File: src/rtl/burst_col_gen.sv
module burst_col_gen #(
  parameter int COL_W = 10
) (
  input  logic             clk,
  input  logic             rst,
  input  logic             start,
  input  logic [COL_W-1:0] start_col,
  input  logic [1:0]       blen,
  input  logic             ilv,
  input  logic             stop,
  output logic             vld,
  output logic [COL_W-1:0] col,
  output logic             last
);

  logic             act_q, ilv_q, page_q;
  logic [COL_W-1:0] base_q, cnt_q, mask_q;
  logic [COL_W-1:0] mask_d, low;

  always_comb begin
    case (blen)
      2'd0:    mask_d = COL_W'(1);
      2'd1:    mask_d = COL_W'(3);
      2'd2:    mask_d = COL_W'(7);
      default: mask_d = '1;
    endcase
  end

  assign last = act_q && !page_q && (cnt_q == mask_q);
  assign vld  = act_q;
  assign low  = ilv_q ? (base_q ^ cnt_q) : (base_q + cnt_q);
  assign col  = (base_q & ~mask_q) | (low & mask_q);

  always_ff @(posedge clk) begin
    if (rst) begin
      act_q  <= 1'b0;
      ilv_q  <= 1'b0;
      page_q <= 1'b0;
      base_q <= '0;
      cnt_q  <= '0;
      mask_q <= '0;
    end else if (start) begin
      act_q  <= 1'b1;
      base_q <= start_col;
      cnt_q  <= '0;
      mask_q <= mask_d;
      page_q <= (blen == 2'd3);
      ilv_q  <= ilv && (blen != 2'd3);
    end else if (act_q) begin
      if (stop || last) act_q <= 1'b0;
      else              cnt_q <= cnt_q + 1'b1;
    end
  end


  reset_idle_chk: assert property (@(posedge clk) rst |=> (!vld && !last));


  start_load_chk: assert property (@(posedge clk) disable iff (rst)
    start |=> (vld && col == $past(start_col)));


  end_after_last_chk: assert property (@(posedge clk) disable iff (rst)
    (last && !start) |=> !vld);


  stop_idle_chk: assert property (@(posedge clk) disable iff (rst)
    (stop && !start) |=> (!vld && !last));


  page_step_chk: assert property (@(posedge clk) disable iff (rst)
    (vld && page_q && !start && !stop) |=> (vld && col == COL_W'($past(col) + 1'b1)));


  last_fixed_chk: assert property (@(posedge clk) disable iff (rst)
    last |-> (vld && !page_q));


  upper_hold_chk: assert property (@(posedge clk) disable iff (rst)
    (vld && !page_q && !start && !stop && !last) |=>
      (vld && (col & ~mask_q) == ($past(col) & ~mask_q)));

endmodule

File: config.mk
export PLATFORM = sky130hd
export DESIGN_NAME = burst_col_gen
export DESIGN_NICKNAME = d
export VERILOG_FILES = /design/src/rtl/burst_col_gen.sv
export SDC_FILE = /design/constraint.sdc
export NUM_CORES = 1
export LEC_CHECK = 0
export ABC_AREA = 1
export BUFFER_PORTS_ARGS = -buffer_cell sky130_fd_sc_hd__buf_2
export CAP_MARGIN = 20
export CORE_AREA = 2 2 77 108
export DETAILED_ROUTE_END_ITERATION = 8
export DIE_AREA = 0 0 79 110
export HOLD_SLACK_MARGIN = 0.03
export PLACE_DENSITY = 0.51
export RECOVER_POWER = 25
export SYNTH_ARGS = -nofsm -noshare
export SYNTH_HDL_FRONTEND = slang
export SYNTH_SLANG_ARGS = --single-unit
File: constraint.sdc
create_clock -name clk -period 1.9 [get_ports clk]
set_input_delay 0.38 -clock clk [delete_from_list [all_inputs] [get_ports clk]]
set_output_delay 0.38 -clock clk [all_outputs]
set_load 0.02 [all_outputs]
After elaboration in Yosys (flattened, before gate mapping)
Index checks and enable logic that the tools add are counted.
{"block": "classes", "n_bitwise": 6, "reduce_logical": 8, "mux": 5, "addsub": 2, "eq_ne": 5}
{"operator": "10-bit one-hot mux with 3 select lines", "count": 1}
{"operator": "10-bit bitwise AND", "count": 2}
{"operator": "10-bit by 1-bit adder with 10-bit output (second input constant)", "count": 1}
{"operator": "10-bit adder", "count": 1}
{"operator": "10-bit == test", "count": 1}
{"operator": "10-bit two-way mux", "count": 1}
{"operator": "10-bit inverter", "count": 1}
{"operator": "10-bit bitwise OR", "count": 1}
{"operator": "10-bit XOR", "count": 1}
{"operator": "2-bit == test (second input constant)", "count": 2}
{"operator": "1-bit logical AND", "count": 3}
{"operator": "1-bit two-way mux", "count": 3}
{"operator": "2-bit by 1-bit == test with 1-bit output (second input constant)", "count": 1}
{"operator": "2-bit zero test", "count": 1}
{"operator": "2-bit inequality test (second input constant)", "count": 1}
{"operator": "2-bit AND reduction", "count": 1}
{"operator": "2-bit OR reduction", "count": 1}
{"operator": "1-bit zero test", "count": 1}
{"operator": "1-bit logical OR", "count": 1}
{"operator": "1-bit inverter", "count": 1}
{"block": "totals", "ff_bits": 33, "out_inout_bits": 12}

Depth between registers and ports, before layout
{"block": "depth", "word_depth": 7, "depth_mapped": 11}

Least setup slack after synthesis
No wires, ideal clock.
{"block": "synth_path", "path_type": "flip-flop to output port", "from": "register cnt_q[0]", "to": "output col[4]", "t_required_ns": 1.520, "t_arrival_ns": 1.673, "stages_incl_launch_ff": 8, "n_path_buf": 0, "path_slack_ns": -0.153, "cell_sequence": "dfxtp_1 -> ha_1 -> fa_1 -> nand3_1 -> nand2_1 -> nand2_1 -> xor2_1 -> o21ai_0"}
{"block": "synth_between", "elab_chain_len": 4}
{"element": "from (decl)", "line": "17", "text": "logic [COL_W-1:0] base_q, cnt_q, mask_q;"}
{"element": "from (signal assigned)", "line": "51", "text": "else cnt_q <= cnt_q + 1'b1;"}
{"element": "10-bit adder", "line": "31", "text": "assign low = ilv_q ? (base_q ^ cnt_q) : (base_q + cnt_q);"}
{"element": "10-bit two-way mux", "line": "31"}
{"element": "10-bit bitwise AND", "line": "32", "text": "assign col = (base_q & ~mask_q) | (low & mask_q);"}
{"element": "10-bit bitwise OR", "line": "32"}
{"element": "to (decl)", "line": "12", "text": "output logic [COL_W-1:0] col,"}
No other way between the ends.

Worst setup path after layout
{"block": "layout_path", "from": "register base_q[0]", "to": "output col[6]"}
{"block": "layout_between", "elab_chain_len": 4}
{"element": "from (decl)", "line": "17"}
{"element": "from (signal assigned)", "line": "44", "text": "base_q <= start_col;"}
{"element": "10-bit adder", "line": "31"}
{"element": "10-bit two-way mux", "line": "31"}
{"element": "10-bit bitwise AND", "line": "32"}
{"element": "10-bit bitwise OR", "line": "32"}
No other way between the ends.

==> summary.md <==
| Metric | Value |
|---|---|
| Min-Delay Startpoint | `start_col[6]` |
| Pre-antenna DRT Iters | `4` |
| Sequential fraction of the synthesis area | `30.3%` |
| Area used by multi-input combinational logic | `1200 um^2` |
| Layout area overhead | `43.5%` |
| Max_cap viols | `0` |
| Critical Path RT | `1520 ps` |
| Hold buffers post-CTS | `0` |
| Hold Path Depth | `3` |
| Max Slew Vio Count | `0` |
| Status | `finished, violations left` |
| Worst IR Drop VDD | `0.245 mV` |
| Largest net degree at the start of global routing | `16` |
| Flops & latches, synth | `26` |
| Initial DRC Count | `98` |
| Static leakage | `1.07 nW` |
| CORE AREA | `7700 um^2` |
| Tot GR Track Use | `11.8%` |
| DRC Markers | `0` |
| GP Congestion | `0.892` |
| Post-detail-place hpwl | `3750 um` |
| Top cell type's share of synthesized area | `30.3%` |
| Final hold vios | `0` |
| Post-route ant nets | `0` |
| Critical Path Start Type | `register` |
| Site Rows | `38` |
| Vias in the first global route | `1800` |
| Pwr/cell area | `512 nW/um^2` |
| Critical path origin | `base_q[0]$_SDFFE_PP0P_` |
| CTS Sinks | `26` |
| I/O Buffers | `28` |
| CTS buffer count | `3` |
| CTS max path bufs | `2` |
| YS warnings | `0` |
| Mapped Area | `1720 um^2` |
| Async SR Flop Fraction | `0%` |
| Commonest cells post-synth | `nand2_1, nor2_1, inv_1` |
| DR WL/cell | `11.6 um` |
| Post-synth top flop | `dfxtp_1` |
| Cell variety after synth | `28` |
| Area leader, netlist | `dfxtp_1` |
| Reg2Reg Setup Slack | `220 ps` |
| Reg2Reg Depth | `11` |
| Hold Path End | `base_q[6]$_SDFFE_PP0P_` |
| Post-route clock period utilization | `117%` |
| Initial antenna violation count | `0` |
| Root Buffer | `clkbuf_8` |
| WP data arrival | `1840 ps` |
| First-pass GRT wire length | `8100 um` |
| RSZ-0062 raised after global routing | `true` |
| Actual slew at the worst max-slew pin | `413 ps` |
| Fraction of layout cells with a size suffix above 1 | `36.6%` |
| Clock transition at path regs | `100 ps` |
| Failing checks | `negative setup slack` |
| Clk_skew | `3.23 ps` |
| Final hold slack | `318 ps` |
| Starting density of the core | `22.3%` |
| Finished Core Util | `32.0%` |
| Critical path type | `reg2out` |
| Routed wire length | `4850 um` |
| Filler cell count | `876` |
| RR Endpoint | `cnt_q[2]$_SDFFE_PP0P_` |
| Via count of the routed design | `1804` |
| Number of synthesized flops with an enable pin | `0` |
| Post-Syn Area per Cell | `6.60 um^2` |
| Critical path endpoint category | `output pin` |
| IO Count | `29` |
| Setup ws final | `-324 ps` |
| Reg2reg start | `cnt_q[6]$_SDFFE_PP0P_` |
| Most common cell in the netlist | `nand2_1` |
| Die W | `79 um` |
| Vias per cell | `4.33` |
| Total power | `0.00126 W` |
| Worst Path Max Fanout | `2` |
| # setup viols final | `9` |
| Die Height | `110 um` |
| Final #Nets | `346` |
| Largest cells by area after synthesis | `dfxtp_1, nand2_1, nor2_1` |
| Hold crit path type | `in2reg` |
| Worst-Skew Late Latency | `280 ps` |
| Synth Net Count | `288` |
| Diodes inserted | `0` |
| GR Overflow Total | `0` |
| Fin crit period | `2220 ps` |
| Max Freq | `450 MHz` |
| Die Area | `8690 um^2` |
| Sequential cell area | `543 um^2` |
| CTS tree | `done` |
| H-tree levels | `1` |
| Slew headroom | `72.5%` |
| Cells after Synth | `260` |
==> power by group <==
| group | total [W] | switching [W] | internal [W] |
|---|---|---|---|
| Combinational | 0.000284 | 0.000155 | 0.000129 |
| Sequential | 0.000596 | 0.0000271 | 0.000569 |
| Clock | 0.000381 | 0.000195 | 0.000186 |
==> final cells by class <==
type / instances / area share (%)
tap: 100 / 5.08
inverter: 36 / 5.59
timing repair buffer: 58 / 16.2
sequential: 26 / 22.0
clock buffer: 4 / 2.23
multi-input combinational: 193 / 48.9
==> cells by family (layout without fill, tap and decap cells) <==
kind of cell    after synthesis  after routing  synth area share (%)
buf+inv                      41             98                  10.1
compound gates               46             46                  14.3
flops                        26             26                  30.3
fa+ha+maj                    11             11                  8.45
simple gates                127            127                  32.2
xor+xnor                      9              9                  4.59
==> metal layers <==
| layer | GRT usage, % | up-vias | share of wire (%) |
|---|---|---|---|
| met5 | 0 | - | 0 |
| met4 | 5.42 | 0 | 2.7 |
| met3 | 0.814 | 7 | 1.5 |
| met2 | 21.9 | 23 | 52 |
| met1 | 13.8 | 823 | 44 |
| li1 | - | 951 | - |
==> critical path: stages (launching register included) <==
cell     delay, ps
dfxtp_2        350
ha_4           160
fa_2           390
nand3_2         70
nand2_2         70
nand3_4         80
nand2_2         70
nand2_2         60
nand2_2         60
a31oi_4        120
buf_6          130
==> worst max-delay path by stage <==
stage,endpoint,slack (ps),cells past startpoint
after detailed placement,col[6],-170,10
after CTS,col[8],-320,11
after floorplan,col[1],7,4
final,col[6],-320,10
after global placement,col[6],-140,10
after global routing,col[6],-410,10
==> what timing repair did <==
action,4_1_cts,5_1_grt
setup endpoints to repair,9,10
pin swaps,16,9
buffers inserted,4,1
gates resized for setup,46,16
==> per-stage QoR <==
step	std cells	cell area (um^2)	setup TNS, ps	setup WS (ps)
floorplan	260	1740	0	7.00
global placement	408	2150	-304	-144
detailed placement	408	2150	-363	-166
CTS	416	2410	-2130	-318
global route	417	2460	-3060	-413
finish	417	2460	-2100	-324
==> flip-flops by register name, indices dropped and copies added (netlist names) <==
name	cells
base_q	10
cnt_q	10
mask_q	3
page_q	1
ilv_q	1
vld	1
==> cells in the final DEF, fill, tap and decap left out, types with 5 or more instances in the layout <==
cell     instances
nand3_2          6
dfxtp_2         12
o21ai_1          8
ha_4             8
nor3_1           5
dfxtp_1         12
a21oi_1         15
nand3_1         12
nor2_1          33
nand2_2         13
buf_2           18
xor2_1           9
buf_4           34
inv_1           29
nand2_1         49
o21ai_0         15
No activity file was read; power rests on OpenSTA's default activity.
